$ cat src/rtl/drv_fault_pkg.sv
// Package: shared report-bit positions, priority orders and selection helpers
// for the driver fault supervisor. Bit positions are fixed because the
// serial readout decodes them.
package drv_fault_pkg;

    localparam int unsigned NUM_FB   = 5;
    localparam int unsigned STATUS_W = 16;

    localparam int unsigned FB_OC  = 0;
    localparam int unsigned FB_OL  = 1;
    localparam int unsigned FB_STB = 2;
    localparam int unsigned FB_STG = 3;
    localparam int unsigned FB_OV  = 4;

    typedef logic [NUM_FB-1:0] fbits_t;

    localparam int unsigned NUM_DEST = 4;
    localparam int unsigned NUM_ND   = 2;

    // Order in which simultaneous destructive faults are reported.
    localparam int unsigned DEST_ORDER [NUM_DEST] = '{FB_OC, FB_OV, FB_STB, FB_STG};
    // Order in which simultaneous non-destructive faults are reported.
    localparam int unsigned ND_ORDER   [NUM_ND]   = '{FB_OL, FB_OV};

    // Keep only the highest-priority destructive candidate.
    function automatic fbits_t pick_dest(input fbits_t v);
        fbits_t r;
        r = '0;
        for (int i = NUM_DEST - 1; i >= 0; i--) begin
            if (v[DEST_ORDER[i]]) begin
                r = '0;
                r[DEST_ORDER[i]] = 1'b1;
            end
        end
        return r;
    endfunction

    // Keep only the highest-priority non-destructive candidate.
    function automatic fbits_t pick_nd(input fbits_t v);
        fbits_t r;
        r = '0;
        for (int i = NUM_ND - 1; i >= 0; i--) begin
            if (v[ND_ORDER[i]]) begin
                r = '0;
                r[ND_ORDER[i]] = 1'b1;
            end
        end
        return r;
    endfunction

endpackage

$ cat src/rtl/dfm_oc_filter.sv
// Overcurrent persistence filter.
// Counts consecutive clocks with the comparator high and saturates at
// FILT_CYC. The output is asserted while the comparator is high and the
// count has saturated. Assumes cmp_in is already synchronized.
module dfm_oc_filter #(
    parameter int unsigned FILT_CYC = 62500
) (
    input  logic clk,
    input  logic rst_n,
    input  logic cmp_in,
    output logic det_out
);
    localparam int unsigned CNT_W = $clog2(FILT_CYC + 1);
    localparam logic [CNT_W-1:0] CNT_MAX = CNT_W'(FILT_CYC);

    logic [CNT_W-1:0] run_cnt;

    // Purpose: count the run of high samples, restart on any low sample.
    always_ff @(posedge clk) begin
        if (!rst_n) begin
            run_cnt <= '0;
        end else if (!cmp_in) begin
            run_cnt <= '0;
        end else if (run_cnt != CNT_MAX) begin
            run_cnt <= run_cnt + 1'b1;
        end
    end

    assign det_out = cmp_in && (run_cnt == CNT_MAX);


    oc_run_restart_chk: assert property (@(posedge clk) disable iff (!rst_n)
        !cmp_in |=> (run_cnt == '0));


    oc_det_needs_history_chk: assert property (@(posedge clk) disable iff (!rst_n)
        det_out |-> $past(cmp_in));

endmodule

$ cat src/rtl/dfm_edge_track.sv
// Edge tracker for the drive-request and chip-select inputs.
// Keeps the previous sample of each input. After reset, CONTROL and ENA
// count as low and CSB as high, so that no CSB clear fires on the first
// edge. Assumes all inputs are synchronous to clk.
module dfm_edge_track (
    input  logic clk,
    input  logic rst_n,
    input  logic ctrl_in,
    input  logic ena_in,
    input  logic csb_in,
    output logic drv_now,
    output logic drv_rise,
    output logic drv_fall,
    output logic csb_rise
);
    logic ctrl_q;
    logic ena_q;
    logic csb_q;

    // Purpose: hold the previous sample of each tracked input.
    always_ff @(posedge clk) begin
        if (!rst_n) begin
            ctrl_q <= 1'b0;
            ena_q  <= 1'b0;
            csb_q  <= 1'b1;
        end else begin
            ctrl_q <= ctrl_in;
            ena_q  <= ena_in;
            csb_q  <= csb_in;
        end
    end

    assign drv_now  = ctrl_in & ena_in;
    assign drv_rise = (ctrl_in & ~ctrl_q) | (ena_in & ~ena_q);
    assign drv_fall = (ctrl_q & ena_q) & ~drv_now;
    assign csb_rise = csb_in & ~csb_q;

endmodule

$ cat src/rtl/dfm_report.sv
// Fault report register and fault flag.
// Records one fault bit while the report is empty: a destructive candidate
// first, by fixed priority, otherwise a non-destructive one. Any destructive
// candidate latches the flag, even when the report is already occupied.
// A clear request wins over a new event at the same edge.
module dfm_report
    import drv_fault_pkg::*;
(
    input  logic   clk,
    input  logic   rst_n,
    input  fbits_t dest_cand,
    input  fbits_t nd_cand,
    input  logic   clear_req,
    output fbits_t fault_bits,
    output logic   fault_n
);
    fbits_t rpt_q;
    logic   flag_q;
    fbits_t rpt_pick;

    // Purpose: choose the single bit to record when the report is empty.
    always_comb begin
        if (|dest_cand) begin
            rpt_pick = pick_dest(dest_cand);
        end else begin
            rpt_pick = pick_nd(nd_cand);
        end
    end

    // Purpose: report register with lock-out and clear.
    always_ff @(posedge clk) begin
        if (!rst_n) begin
            rpt_q <= '0;
        end else if (clear_req) begin
            rpt_q <= '0;
        end else if (rpt_q == '0) begin
            rpt_q <= rpt_pick;
        end
    end

    // Purpose: latched fault flag, set by any destructive candidate.
    always_ff @(posedge clk) begin
        if (!rst_n) begin
            flag_q <= 1'b0;
        end else if (clear_req) begin
            flag_q <= 1'b0;
        end else if (|dest_cand) begin
            flag_q <= 1'b1;
        end
    end

    assign fault_bits = rpt_q;
    assign fault_n    = ~flag_q;


    rpt_single_bit_chk: assert property (@(posedge clk) disable iff (!rst_n)
        $onehot0(fault_bits));


    rpt_locked_chk: assert property (@(posedge clk) disable iff (!rst_n)
        (fault_bits != '0 && !clear_req) |=> $stable(fault_bits));


    clear_empties_chk: assert property (@(posedge clk) disable iff (!rst_n)
        clear_req |=> (fault_bits == '0 && fault_n));


    flag_cause_chk: assert property (@(posedge clk) disable iff (!rst_n)
        $fell(fault_n) |-> $past(|dest_cand));

endmodule

$ cat src/rtl/dfm_protect.sv
// Predriver protection latches.
// gate_kill forces the main gate off. clamp_hold forces the clamp on.
// A release request clears both, but a trip at the same edge takes
// precedence. An off-trip (overcurrent or short) wins over a clamp trip.
module dfm_protect (
    input  logic clk,
    input  logic rst_n,
    input  logic trip_off,
    input  logic trip_clamp,
    input  logic release_req,
    output logic gate_kill,
    output logic clamp_hold
);
    // Purpose: latch the protective predriver state until released.
    always_ff @(posedge clk) begin
        if (!rst_n) begin
            gate_kill  <= 1'b0;
            clamp_hold <= 1'b0;
        end else if (trip_off) begin
            gate_kill  <= 1'b1;
            clamp_hold <= 1'b0;
        end else if (trip_clamp) begin
            gate_kill  <= 1'b1;
            clamp_hold <= 1'b1;
        end else if (release_req) begin
            gate_kill  <= 1'b0;
            clamp_hold <= 1'b0;
        end
    end


    clamp_source_chk: assert property (@(posedge clk) disable iff (!rst_n)
        $rose(clamp_hold) |-> $past(trip_clamp));


    release_chk: assert property (@(posedge clk) disable iff (!rst_n)
        (release_req && !trip_off && !trip_clamp) |=> (!gate_kill && !clamp_hold));


    clamp_implies_kill_chk: assert property (@(posedge clk) disable iff (!rst_n)
        clamp_hold |-> gate_kill);

endmodule

$ cat src/rtl/drv_fault_sup.sv
// Top level of the high-side driver fault supervisor.
// Classifies the comparator inputs against the drive state into destructive
// and non-destructive candidates. It feeds the report register and the
// protection latches and forms the predriver enables. Assumes every
// comparator input and drive input is synchronized to clk.
module drv_fault_sup
    import drv_fault_pkg::*;
#(
    parameter int unsigned OC_FILT_CYC = 62500
) (
    input  logic                clk,
    input  logic                rst_n,
    input  logic                ctrl_in,
    input  logic                ena_in,
    input  logic                csb_in,
    input  logic                ov_irq_en,
    input  logic                oc_cmp,
    input  logic                ov_cmp,
    input  logic                stb_cmp,
    input  logic                stg_cmp,
    input  logic                ol_cmp,
    output logic                gate_en,
    output logic                clamp_en,
    output logic                fault_n,
    output logic [STATUS_W-1:0] status_word
);
    logic   drv_now, drv_rise, drv_fall, csb_rise;
    logic   oc_det;
    logic   ov_dest;
    fbits_t dest_cand, nd_cand, fault_bits;
    logic   trip_off;
    logic   gate_kill, clamp_hold;

    dfm_edge_track i_edges (
        .clk      (clk),
        .rst_n    (rst_n),
        .ctrl_in  (ctrl_in),
        .ena_in   (ena_in),
        .csb_in   (csb_in),
        .drv_now  (drv_now),
        .drv_rise (drv_rise),
        .drv_fall (drv_fall),
        .csb_rise (csb_rise)
    );

    dfm_oc_filter #(.FILT_CYC(OC_FILT_CYC)) i_oc_filt (
        .clk     (clk),
        .rst_n   (rst_n),
        .cmp_in  (oc_cmp),
        .det_out (oc_det)
    );

    assign ov_dest = ov_cmp & ov_irq_en & drv_now;

    // Purpose: sort comparator events into destructive and benign candidates.
    always_comb begin
        dest_cand         = '0;
        dest_cand[FB_OC]  = oc_det;
        dest_cand[FB_OV]  = ov_dest;
        dest_cand[FB_STB] = stb_cmp & drv_now;
        dest_cand[FB_STG] = stg_cmp & drv_now;
        nd_cand           = '0;
        nd_cand[FB_OL]    = ol_cmp & drv_fall;
        nd_cand[FB_OV]    = ov_cmp & ~ov_dest;
    end

    assign trip_off = (oc_det & drv_now) | dest_cand[FB_STB] | dest_cand[FB_STG];

    dfm_report i_report (
        .clk        (clk),
        .rst_n      (rst_n),
        .dest_cand  (dest_cand),
        .nd_cand    (nd_cand),
        .clear_req  (csb_rise),
        .fault_bits (fault_bits),
        .fault_n    (fault_n)
    );

    dfm_protect i_protect (
        .clk         (clk),
        .rst_n       (rst_n),
        .trip_off    (trip_off),
        .trip_clamp  (ov_dest),
        .release_req (drv_rise),
        .gate_kill   (gate_kill),
        .clamp_hold  (clamp_hold)
    );

    assign gate_en     = drv_now & ~gate_kill;
    assign clamp_en    = clamp_hold;
    assign status_word = {{(STATUS_W-NUM_FB){1'b0}}, fault_bits};


    short_needs_drive_chk: assert property (@(posedge clk) disable iff (!rst_n)
        (!drv_now && !oc_det && !ov_dest) |=> !$fell(fault_n));


    ol_benign_chk: assert property (@(posedge clk) disable iff (!rst_n)
        (ol_cmp && drv_fall && dest_cand == '0 && !csb_rise) |=> ($stable(fault_n) || fault_n));

endmodule

$ cat config.mk
export PLATFORM = sky130hd
export DESIGN_NAME = drv_fault_sup
export DESIGN_NICKNAME = d
export VERILOG_FILES = /design/src/rtl/drv_fault_pkg.sv /design/src/rtl/dfm_oc_filter.sv /design/src/rtl/dfm_edge_track.sv /design/src/rtl/dfm_report.sv /design/src/rtl/dfm_protect.sv /design/src/rtl/drv_fault_sup.sv
export SDC_FILE = /design/constraint.sdc
export NUM_CORES = 1
export LEC_CHECK = 0
export BUFFER_PORTS_ARGS = -buffer_cell sky130_fd_sc_hd__buf_2
export CAP_MARGIN = 0
export CORE_MARGIN = 2
export CORE_UTILIZATION = 50
export CTS_CLUSTER_SIZE = 16
export DETAILED_ROUTE_END_ITERATION = 10
export GPL_TIMING_DRIVEN = 0
export PLACE_DENSITY = 0.84
export SLEW_MARGIN = 10
export SYNTH_ARGS = -nofsm -noshare
export SYNTH_HDL_FRONTEND = slang
export SYNTH_HIERARCHICAL = 1
export SYNTH_SLANG_ARGS = --single-unit
$ cat constraint.sdc
create_clock -name clk -period 3 [get_ports clk]
set_input_delay 0.45 -clock clk [delete_from_list [all_inputs] [get_ports clk]]
set_output_delay 0.45 -clock clk [all_outputs]
set_load 0.01 [all_outputs]
==> impl_metrics.yaml <==
place:
  port_buffers: 18
  post-place-ws_ps: 1100
  routabilityCongestion: 0.779
  dp_hpwl_um: 1900
setup_path:
  worstSetupStartpointType: "flip-flop"
  crit_path_cell_trace: "inv_1 -> ha_1 -> and4bb_1 -> nand4_2 -> nor2_1 -> nor3_1 -> nand4_1 -> a21oi_1"
  endpoint_kind: "flip-flop"
  worstPathArrival_ps: 2220
  worstPathRequired_ps: 3260
  r2r_cells: 8
  r2r-start: "i_oc_filt/run_cnt[0]"
  critPathBufInv: 1
  slowest_stage: "dfxtp_1"
  worstPathMaxFanout: 6
  cpLargestDelayFamily: "simple AND/OR/NAND/NOR gates"
  max_stage_delay_ps: 460
  worstReg2RegEnd: "i_report/fault_bits[1]"
  ff2ff_setup_slack_ps: 1040
  crit_type: "reg2reg"
die:
  ios: 30
  core_sq_mm: 0.00269
  rows: 19
  start_util_pct: 51.6
  fp.dieArea_sq_mm: 0.00321
  fp.dieH_um: 56.7
  die_w_um: 56.7
timing:
  skew_ps: 3.14
  setup_viol: 0
  finalCritPeriodShare_pct: 65.3
  min_period_ps: 1960
  max_freq_ghz: 0.511
  finalHoldViolCount: 0
  rsz0062_at_grt: "false"
  finalWorstSetupSlack_ps: 1040
  maxSlewViolCount: 0
  setup_tns_ps: 0
route:
  drt_pre_antenna_iters: 4
  vias: 1126
  wl_per_cell_um: 11.0
  drtIter0Drc: 35
  ant_nets: 0
  post-route-drc-count: 0
  wirelength_um: 2460
  vias_per_cell: 5.05
grt:
  grt_pass1_vias: 1027
  grt_first_pass_wirelength_um: 4440
  grt_max_degree: 16
  grt_util_all_layers_pct: 17.5
  overflow: 0
  antenna_found_initial: 0
synth:
  synth-seq-cells: 27
  yosysWarnings: 6
  syn_inst: 157
  yosysSeqAreaShare_pct: 39.0
  syn_avg_cell_area_sq_um: 8.83
  synthesis.area_sq_mm: 0.00139
  ys_types: 41
final_layout:
  final_util_pct: 59.2
  antennaDiodeCount: 0
  nFillCells: 245
  drive_gt1_share_pct: 21.9
  nNetsFinal: 206
  final_cell_mix: "27 x dfxtp_1, 20 x nor2_1, 18 x buf_2"
  layout_commonest_cell: "dfxtp_1"
  syn_to_final_growth_pct: 14.8
clock_tree:
  cts-root-buf: "clkbuf_4"
  clock_latency_ps: 320
  cts_buffers: 3
  post_cts_resize_count: 0
  clock_path_buffers: 2
  cts-htree-levels: 1
  tritoncts: "done"
  post_cts_buffers: 0
  ctsHoldBuffers: 0
  clkTransAtPathRegs_ps: 140
  cts_num_sinks: 27
pwr:
  ir_drop_mv: 0.390
  leakagePower_nw: 0.694
  power.density_mw_per_mm2: 376
hold_path:
  hold_path.class: "in2reg"
  holdPathStages: 2
  hold_start: "csb_in"
  hold_end: "i_edges/csb_q"
run:
  max_cap_viol_count: 0
run_status:
  status: "finished, final reports clean"
==> final cells by class <==
cell class / instances / area [sq um] / share of cell area [%]
Multi-Input combinational cell: 119 / 763 / 48.0
Sequential cell: 27 / 541 / 34.0
Timing Repair Buffer: 18 / 90.1 / 5.66
Buffer: 12 / 86.3 / 5.42
Inverter: 12 / 45.0 / 2.83
Tap cell: 31 / 38.8 / 2.44
Clock buffer: 3 / 22.5 / 1.42
Clock inverter: 1 / 5.00 / 0.314
==> worst max path at each step <==
stage                         start                     end  slack [ps]  depth (start not counted)
2_1_floorplan  i_oc_filt/run_cnt[0]  i_report/fault_bits[4]        1290                          7
6_report       i_oc_filt/run_cnt[0]  i_report/fault_bits[1]        1040                          8
5_1_grt        i_oc_filt/run_cnt[0]  i_report/fault_bits[1]         860                          8
3_5_place_dp   i_oc_filt/run_cnt[0]  i_report/fault_bits[1]        1100                          8
3_3_place_gp   i_oc_filt/run_cnt[0]  i_report/fault_bits[3]        1110                          8
4_1_cts        i_oc_filt/run_cnt[0]  i_report/fault_bits[1]        1070                          8
==> power by group <==
part / total (mW) / internal, mW / leakage (nW) / switching [mW]
sequential: 0.375 / 0.367 / 0.219 / 0.00758
combinational: 0.0731 / 0.0358 / 0.457 / 0.0373
clock: 0.151 / 0.0500 / 0.0177 / 0.101
==> registers in the layout, indices dropped and copies added (netlist names) <==
register	count
i_edges/ena_q	1
i_oc_filt/run_cnt	16
i_report/fault_bits	5
i_report/flag_q	1
i_protect/gate_kill	1
i_protect/clamp_hold	1
i_edges/ctrl_q	1
i_edges/csb_q	1
==> worst reg2reg max path: cells and delay by family (launching register included) <==
kind	cells	cell delay [ps]
AND/OR/NAND/NOR	5	1020
flip-flops	1	460
adder cells (fa/ha/maj)	1	200
AO/OA/AOI/OAI	1	150
buffers and inverters	1	70
==> metrics by stage <==
step | area, sq um | hold WS (ps) | std cells | total power [mW]
after floorplan | 1440 | 477 | 170 | 0.434
after global placement | 1560 | 489 | 219 | 0.454
after detailed placement | 1560 | 505 | 219 | 0.456
after CTS | 1590 | 314 | 223 | 0.607
after global routing | 1590 | 301 | 223 | 0.639
final | 1590 | 325 | 223 | 0.598
==> logic make-up after synthesis <==
logic type,synth area share (%)
xor gates and xnor gates,7.58
DFF,39.0
adders and majority gates,1.80
other,0.270
buffers and inverters,9.48
AOI/OAI and AO/OA,8.30
and+or+nand+nor,32.0
muxes,1.53
==> cell usage after synthesis <==
| library cell | n | area share, % |
|---|---|---|
| a21boi_0 | 1 | 0.54 |
| a21oi_1 | 6 | 2.2 |
| a31o_1 | 1 | 0.63 |
| a41oi_1 | 2 | 1.3 |
| and2_1 | 3 | 1.4 |
| and2_2 | 2 | 1.1 |
| and2_4 | 1 | 0.63 |
| and3_1 | 5 | 2.3 |
| and4bb_1 | 1 | 0.90 |
| buf_4 | 11 | 6.0 |
| clkbuf_1 | 1 | 0.27 |
| conb_1 | 1 | 0.27 |
| dfxtp_1 | 27 | 39 |
| ha_1 | 2 | 1.8 |
| inv_1 | 12 | 3.2 |
| mux2_1 | 1 | 0.81 |
| mux2i_1 | 1 | 0.72 |
| nand2_1 | 5 | 1.4 |
| nand2b_1 | 2 | 0.90 |
| nand3_1 | 6 | 2.2 |
| nand4_1 | 4 | 1.8 |
| nand4_2 | 1 | 0.90 |
| nand4_4 | 1 | 1.5 |
| nor2_1 | 20 | 5.4 |
| nor2_2 | 1 | 0.45 |
| nor2b_1 | 4 | 1.8 |
| nor3_1 | 6 | 2.2 |
| nor3b_1 | 1 | 0.54 |
| nor4_1 | 5 | 2.3 |
| nor4_4 | 1 | 1.5 |
| nor4b_2 | 1 | 1.1 |
| nor4bb_1 | 1 | 0.72 |
| o211a_1 | 1 | 0.72 |
| o21ai_0 | 1 | 0.36 |
| o22ai_1 | 1 | 0.45 |
| o22ai_2 | 1 | 0.90 |
| o31a_1 | 2 | 1.3 |
| or3_1 | 1 | 0.45 |
| or4b_1 | 1 | 0.72 |
| xnor2_1 | 10 | 6.3 |
| xor2_1 | 2 | 1.3 |
==> metal layers <==
| layer | vias up | wire length (um) | track usage [%] |
|---|---|---|---|
| li1 | 585 | - | - |
| met1 | 517 | 1100 | 21.4 |
| met2 | 24 | 1240 | 30.7 |
| met3 | 0 | 117 | 4.84 |
| met4 | 0 | 0 | 3.06 |
| met5 | - | 0 | 0 |
(Power assumes the default switching activity.)
